==> src/rtl/ecc_idle_scrubber.sv <==
module ecc_idle_scrubber #(
  parameter int AW    = 16,
  parameter int DW    = 64,
  parameter int CNT_W = 16
) (
  input  logic             clk,
  input  logic             rst_n,
  input  logic             start,
  input  logic [AW-1:0]    seg_len,
  input  logic [AW-1:0]    win_base,
  input  logic [AW-1:0]    win_limit,
  input  logic             clr_cnt,
  output logic             seg_done,
  output logic             busy,
  output logic [CNT_W-1:0] corr_cnt,
  output logic [CNT_W-1:0] uncorr_cnt,
  input  logic             m_req,
  input  logic             m_we,
  input  logic [AW-1:0]    m_addr,
  input  logic [DW-1:0]    m_wdata,
  output logic             mem_req,
  output logic             mem_we,
  output logic [AW-1:0]    mem_addr,
  output logic [DW-1:0]    mem_wdata,
  input  logic             mem_rvalid,
  input  logic [DW-1:0]    mem_rdata,
  input  logic             mem_err_single,
  input  logic             mem_err_double
);

  localparam logic [CNT_W-1:0] CMAX = '1;

  typedef enum logic [2:0] {S_IDLE, S_READ, S_WAIT, S_WB, S_DONE} st_t;
  st_t st;

  logic [AW-1:0] ptr, seg_cnt, seg_last;
  logic          ptr_ok;
  logic [DW-1:0] fix_data;

  wire scrub_rd = (st == S_READ) && !m_req;
  wire scrub_wr = (st == S_WB)   && !m_req;
  wire resp     = (st == S_WAIT) && mem_rvalid;
  wire hit_dbl  = resp && mem_err_double;
  wire hit_sgl  = resp && mem_err_single && !mem_err_double;
  wire step     = (resp && !hit_sgl) || scrub_wr;
  wire last     = (seg_cnt == seg_last);
  wire ptr_out  = !ptr_ok || (ptr < win_base) || (ptr > win_limit);
  wire [AW-1:0] ptr_nxt = (ptr == win_limit) ? win_base : ptr + 1'b1;

  assign mem_req   = m_req | scrub_rd | scrub_wr;
  assign mem_we    = m_req ? m_we    : scrub_wr;
  assign mem_addr  = m_req ? m_addr  : ptr;
  assign mem_wdata = m_req ? m_wdata : fix_data;
  assign seg_done  = (st == S_DONE);
  assign busy      = (st != S_IDLE);

  always_ff @(posedge clk or negedge rst_n) begin
    if (!rst_n) begin
      st       <= S_IDLE;
      ptr      <= '0;
      ptr_ok   <= 1'b0;
      seg_cnt  <= '0;
      seg_last <= '0;
      fix_data <= '0;
    end else begin
      case (st)
        S_IDLE: if (start) begin
          st       <= S_READ;
          seg_cnt  <= '0;
          seg_last <= (seg_len == '0) ? '0 : seg_len - 1'b1;
          ptr_ok   <= 1'b1;
          if (ptr_out) ptr <= win_base;
        end
        S_READ: if (scrub_rd) st <= S_WAIT;
        S_WAIT: if (hit_sgl) begin
          fix_data <= mem_rdata;
          st       <= S_WB;
        end
        S_DONE: st <= S_IDLE;
        default: ;
      endcase
      if (step) begin
        ptr <= ptr_nxt;
        if (last) st <= S_DONE;
        else begin
          seg_cnt <= seg_cnt + 1'b1;
          st      <= S_READ;
        end
      end
    end
  end

  always_ff @(posedge clk or negedge rst_n) begin
    if (!rst_n) begin
      corr_cnt   <= '0;
      uncorr_cnt <= '0;
    end else if (clr_cnt) begin
      corr_cnt   <= '0;
      uncorr_cnt <= '0;
    end else begin
      if (hit_sgl && corr_cnt != CMAX)   corr_cnt   <= corr_cnt + 1'b1;
      if (hit_dbl && uncorr_cnt != CMAX) uncorr_cnt <= uncorr_cnt + 1'b1;
    end
  end

  a_r9_hold_while_master: assert property (@(posedge clk) disable iff (!rst_n)
    ((st == S_READ || st == S_WB) && m_req) |=> ((st == $past(st)) && $stable(ptr)));

  a_r10_wait_after_read: assert property (@(posedge clk) disable iff (!rst_n)
    scrub_rd |=> (st == S_WAIT) && $stable(ptr));

  a_r5_single_writes_back: assert property (@(posedge clk) disable iff (!rst_n)
    hit_sgl |=> (st == S_WB) && $stable(ptr));

  a_r6_double_no_write: assert property (@(posedge clk) disable iff (!rst_n)
    hit_dbl |=> (st != S_WB));

  a_r3_done_single_cycle: assert property (@(posedge clk) disable iff (!rst_n)
    seg_done |=> (!seg_done && !busy));

  a_r7_corr_saturates: assert property (@(posedge clk) disable iff (!rst_n)
    (corr_cnt == CMAX && !clr_cnt) |=> (corr_cnt == CMAX));

  a_r7_uncorr_saturates: assert property (@(posedge clk) disable iff (!rst_n)
    (uncorr_cnt == CMAX && !clr_cnt) |=> (uncorr_cnt == CMAX));

  a_r8_clear_wins: assert property (@(posedge clk) disable iff (!rst_n)
    clr_cnt |=> (corr_cnt == '0 && uncorr_cnt == '0));

  a_r4_ptr_in_window: assert property (@(posedge clk) disable iff (!rst_n)
    (busy && win_base <= win_limit) |-> (ptr >= win_base && ptr <= win_limit));

endmodule

==> config.mk <==
export PLATFORM = sky130hd
export DESIGN_NAME = ecc_idle_scrubber
export DESIGN_NICKNAME = d
export VERILOG_FILES = /design/src/rtl/ecc_idle_scrubber.sv
export SDC_FILE = /design/constraint.sdc
export NUM_CORES = 1
export LEC_CHECK = 0
export ABC_AREA = 1
export BUFFER_PORTS_ARGS = -buffer_cell sky130_fd_sc_hd__clkbuf_2
export CAP_MARGIN = 10
export CORE_ASPECT_RATIO = 0.7
export CORE_UTILIZATION = 57
export CTS_BUF_LIST = sky130_fd_sc_hd__clkbuf_2
export DETAILED_ROUTE_END_ITERATION = 8
export PLACE_DENSITY = 0.89
export REMOVE_ABC_BUFFERS = 1
export SYNTH_ARGS = -nofsm -noshare
export SYNTH_HDL_FRONTEND = slang
export SYNTH_SLANG_ARGS = --single-unit
==> constraint.sdc <==
create_clock -name clk -period 4 [get_ports clk]
set_clock_uncertainty 0.1 [all_clocks]
set_input_delay 1 -clock clk [delete_from_list [all_inputs] [get_ports clk]]
set_output_delay 1 -clock clk [all_outputs]
set_load 0.01 [all_outputs]
==> results.toml <==
[outcome]
status = "finished clean"

[synthesis]
async_reset_ff_share_pct = 100
synth_area_um2 = 9550
yosysSeqAreaShare_pct = 38.8
synth_warnings = 0
dominantRegCellSynth = "dfrtp_1"
synth_cell_types = 41
avgSynthCellArea_um2 = 6.91
netlist_instances = 1382
synth-edff-count = 0
ys_ff_latch = 148

[routing]
num_vias = 9982
via_per_inst = 5.22
drt-total-wl_mm = 27.3
antenna_left = 0
wl_per_cell_um = 14.3
drc = 0
first_iter_violations = 1090
drtPass1Iterations = 5

[clock_tree]
insertion_delay_ps = 700
post_cts_resized = 0
cts_root_buf = "clkbuf_2"
ctsHoldBuffers = 0
clock-sinks = 148
post-cts-setup-buffers = 0
clk_pin_slew_ps = 270
cts_tree = "yes"
numCtsBuffers = 17
cts_max_level = 4
clock_path_buffers = 2

[worst_setup_path]
cpPeakStageDelay_ps = 400
cp_slowest_cell = "inv_2"
required_ps = 2900
r2r-start = "ptr[10]$_DFFE_PN0P_"
cp-end-kind = "output port"
start_kind = "input pin"
cp_cell_sequence = "buf_2 -> inv_2 -> buf_12 -> nand2_1 -> nand2_1 -> clkbuf_2"
arrival_ps = 2100
cpMostUsedCell = "nand2_1"
path_delay_family = "buffers and inverters"
critPathKind = "input pin to output port"
path_buf_inv = 4
startpoint = "m_req"
cp_max_fo = 41

[timing]
maxClockFrequency_mhz = 312
slew_headroom_pct = 46.2
tightest_slew_ps = 807
finalHoldViolCount = 0
slew_violations = 0
setup_viol_count_final = 0
grt_setup_unrepaired = "no"
fin_crit_sh_pct = 80.0
layout_min_cycle_time_ps = 3200
finalSetupTns_ps = 0

[final_layout]
nFillCells = 1364
regArea_um2 = 3700
drive_above_1_share_pct = 23.7
multiInputGateArea_um2 = 5080
fin_nets = 1910
diodes = 0
area_delta_synth_final_pct = 20.0

[place]
post-dp-hpwl_mm = 20.9
place_congestion = 0.950
portBuffers = 316

[global_routing]
antenna_found_initial = 0
grt.met2_usage_pct = 50.2
grt_max_degree = 97
grt_usage_pct = 31.4
grt.overflow.total = 0
grt_pass1_wl_mm = 42.4
grt_busiest_layer = "met2"
met3_usage_pct = 7.97
grt_pass1_vias = 8590
use_met1_pct = 41.8

[flow_run]
cap_violations = 0

[floorplanning]
die_x_um = 157
io_pins = 317
die_h_um = 110
core-area_um2 = 16300
start_util_pct = 58.4
dieArea_um2 = 17300
placementRows = 39

[hold_path]
hp-class = "input pin to async pin"

[power_and_ir_drop]
p_total_w = 0.00542
power.leakage_nw = 6.48
ir_worst_vdd_mv = 0.264
p_per_area_nw_per_um2 = 473
## per-layer routing
layer / share of wire (%) / vias to the layer above
li1: - / 4951
met4: 2.5 / 0
met5: 0 / -
met1: 43 / 4594
met2: 46 / 383
met3: 8.4 / 54
## power breakdown
part	switching (W)	internal (W)	total, W	leakage, nW
Combinational	0.00136	0.000870	0.00223	4.42
Clock	0.000600	0.000242	0.000843	0.127
Sequential	0.000415	0.00193	0.00235	1.94
## Yosys cell counts, drive strengths merged, types with 16 or more instances
master / n / area [µm²]
nand3: 76 / 413
ha: 36 / 450
clkbuf: 20 / 75.1
xnor2: 16 / 140
o21ai: 78 / 398
nor2: 99 / 419
dfrtp: 148 / 3700
buf: 33 / 210
nand2: 606 / 2330
xor2: 28 / 245
a21oi: 41 / 205
inv: 126 / 473
nor3: 32 / 208
## kinds of logic (layout without fill, tap and decap cells)
logic type,count (synthesis),in the layout,synth area share [%]
AO/OA/AOI/OAI,134,134,7.45
XOR/XNOR,44,44,4.04
adder cells (fa/ha/maj),36,36,4.72
flip-flops,148,148,38.8
AND/OR/NAND/NOR,840,840,37.0
buffers and inverters,180,484,7.98
## layout make-up
| class | instances | share of cell area (%) |
|---|---|---|
| multi-input combinational | 1054 | 44.4 |
| sequential | 148 | 32.3 |
| timing repair buffer | 325 | 14.7 |
| inverter | 127 | 4.16 |
| tap | 225 | 2.46 |
| clock inverter | 14 | 1.22 |
| clock buffer | 18 | 0.786 |
## per-stage QoR
stage               util [%]  hold WS (ps)  worst slack, ps  instance area [µm²]  instances
floorplan                  -           340             -312                 9270       1329
global placement        68.7           357              825                11200       1879
detailed placement      68.7           364              787                11200       1879
CTS                     70.1           194              780                11500       1911
global route            70.1           183              697                11500       1911
finish                  70.1           183              800                11500       1911
## sequential cells by signal, summed over array words and instances (netlist names)
| signal | count |
|---|---|
| ptr_ok | 1 |
| seg_cnt | 16 |
| seg_last | 16 |
| ptr | 16 |
| fix_data | 64 |
| st | 3 |
| uncorr_cnt | 16 |
| corr_cnt | 16 |
## final timing paths
kind	endpoint	slack (ps)	cells after the start
max	mem_wdata[52]	800	6
min	fix_data[29]$_DFFE_PN0P_	180	1
max reg2reg	ptr[13]$_DFFE_PN0P_	1330	12
min reg2reg	fix_data[30]$_DFFE_PN0P_	400	2
max in group asynchronous	uncorr_cnt[5]$_DFFE_PN0P_	2690	2
min in group clk	fix_data[22]$_DFFE_PN0P_	360	3
## cells in the final DEF (no fill, tap or decap), types with 4 or more instances in the layout
master	synthesis	layout
o21ai_0	57	57
nand3_2	4	4
nor4_1	9	9
o21ai_1	19	19
nor2_2	4	4
xnor2_1	16	16
nand3_1	71	71
o31ai_1	4	4
inv_2	6	8
nand2_2	5	5
ha_1	36	36
inv_6	0	6
nor3_2	5	5
nor2_1	90	90
dfrtp_1	148	148
nand4_1	14	14
nor3_1	25	25
nor2_4	5	5
inv_1	120	118
xor2_1	28	28
buf_4	4	7
nand2_1	597	597
a21oi_1	41	41
clkinvlp_4	0	5
clkbuf_2	0	332
## worst register-to-register path, stage by stage, from the launching register on
cell and delay (ps):
dfrtp_1 580, ha_1 350, nand2_1 40, inv_1 70, nand3_1 80, nor3_2 150
nand3_1 160, nand2_1 130, nand3_1 90, nand2_2 300, nand2_2 320, nand2_1 150
nand2_1 50
Note: power is estimated with default switching activity, not from simulation.
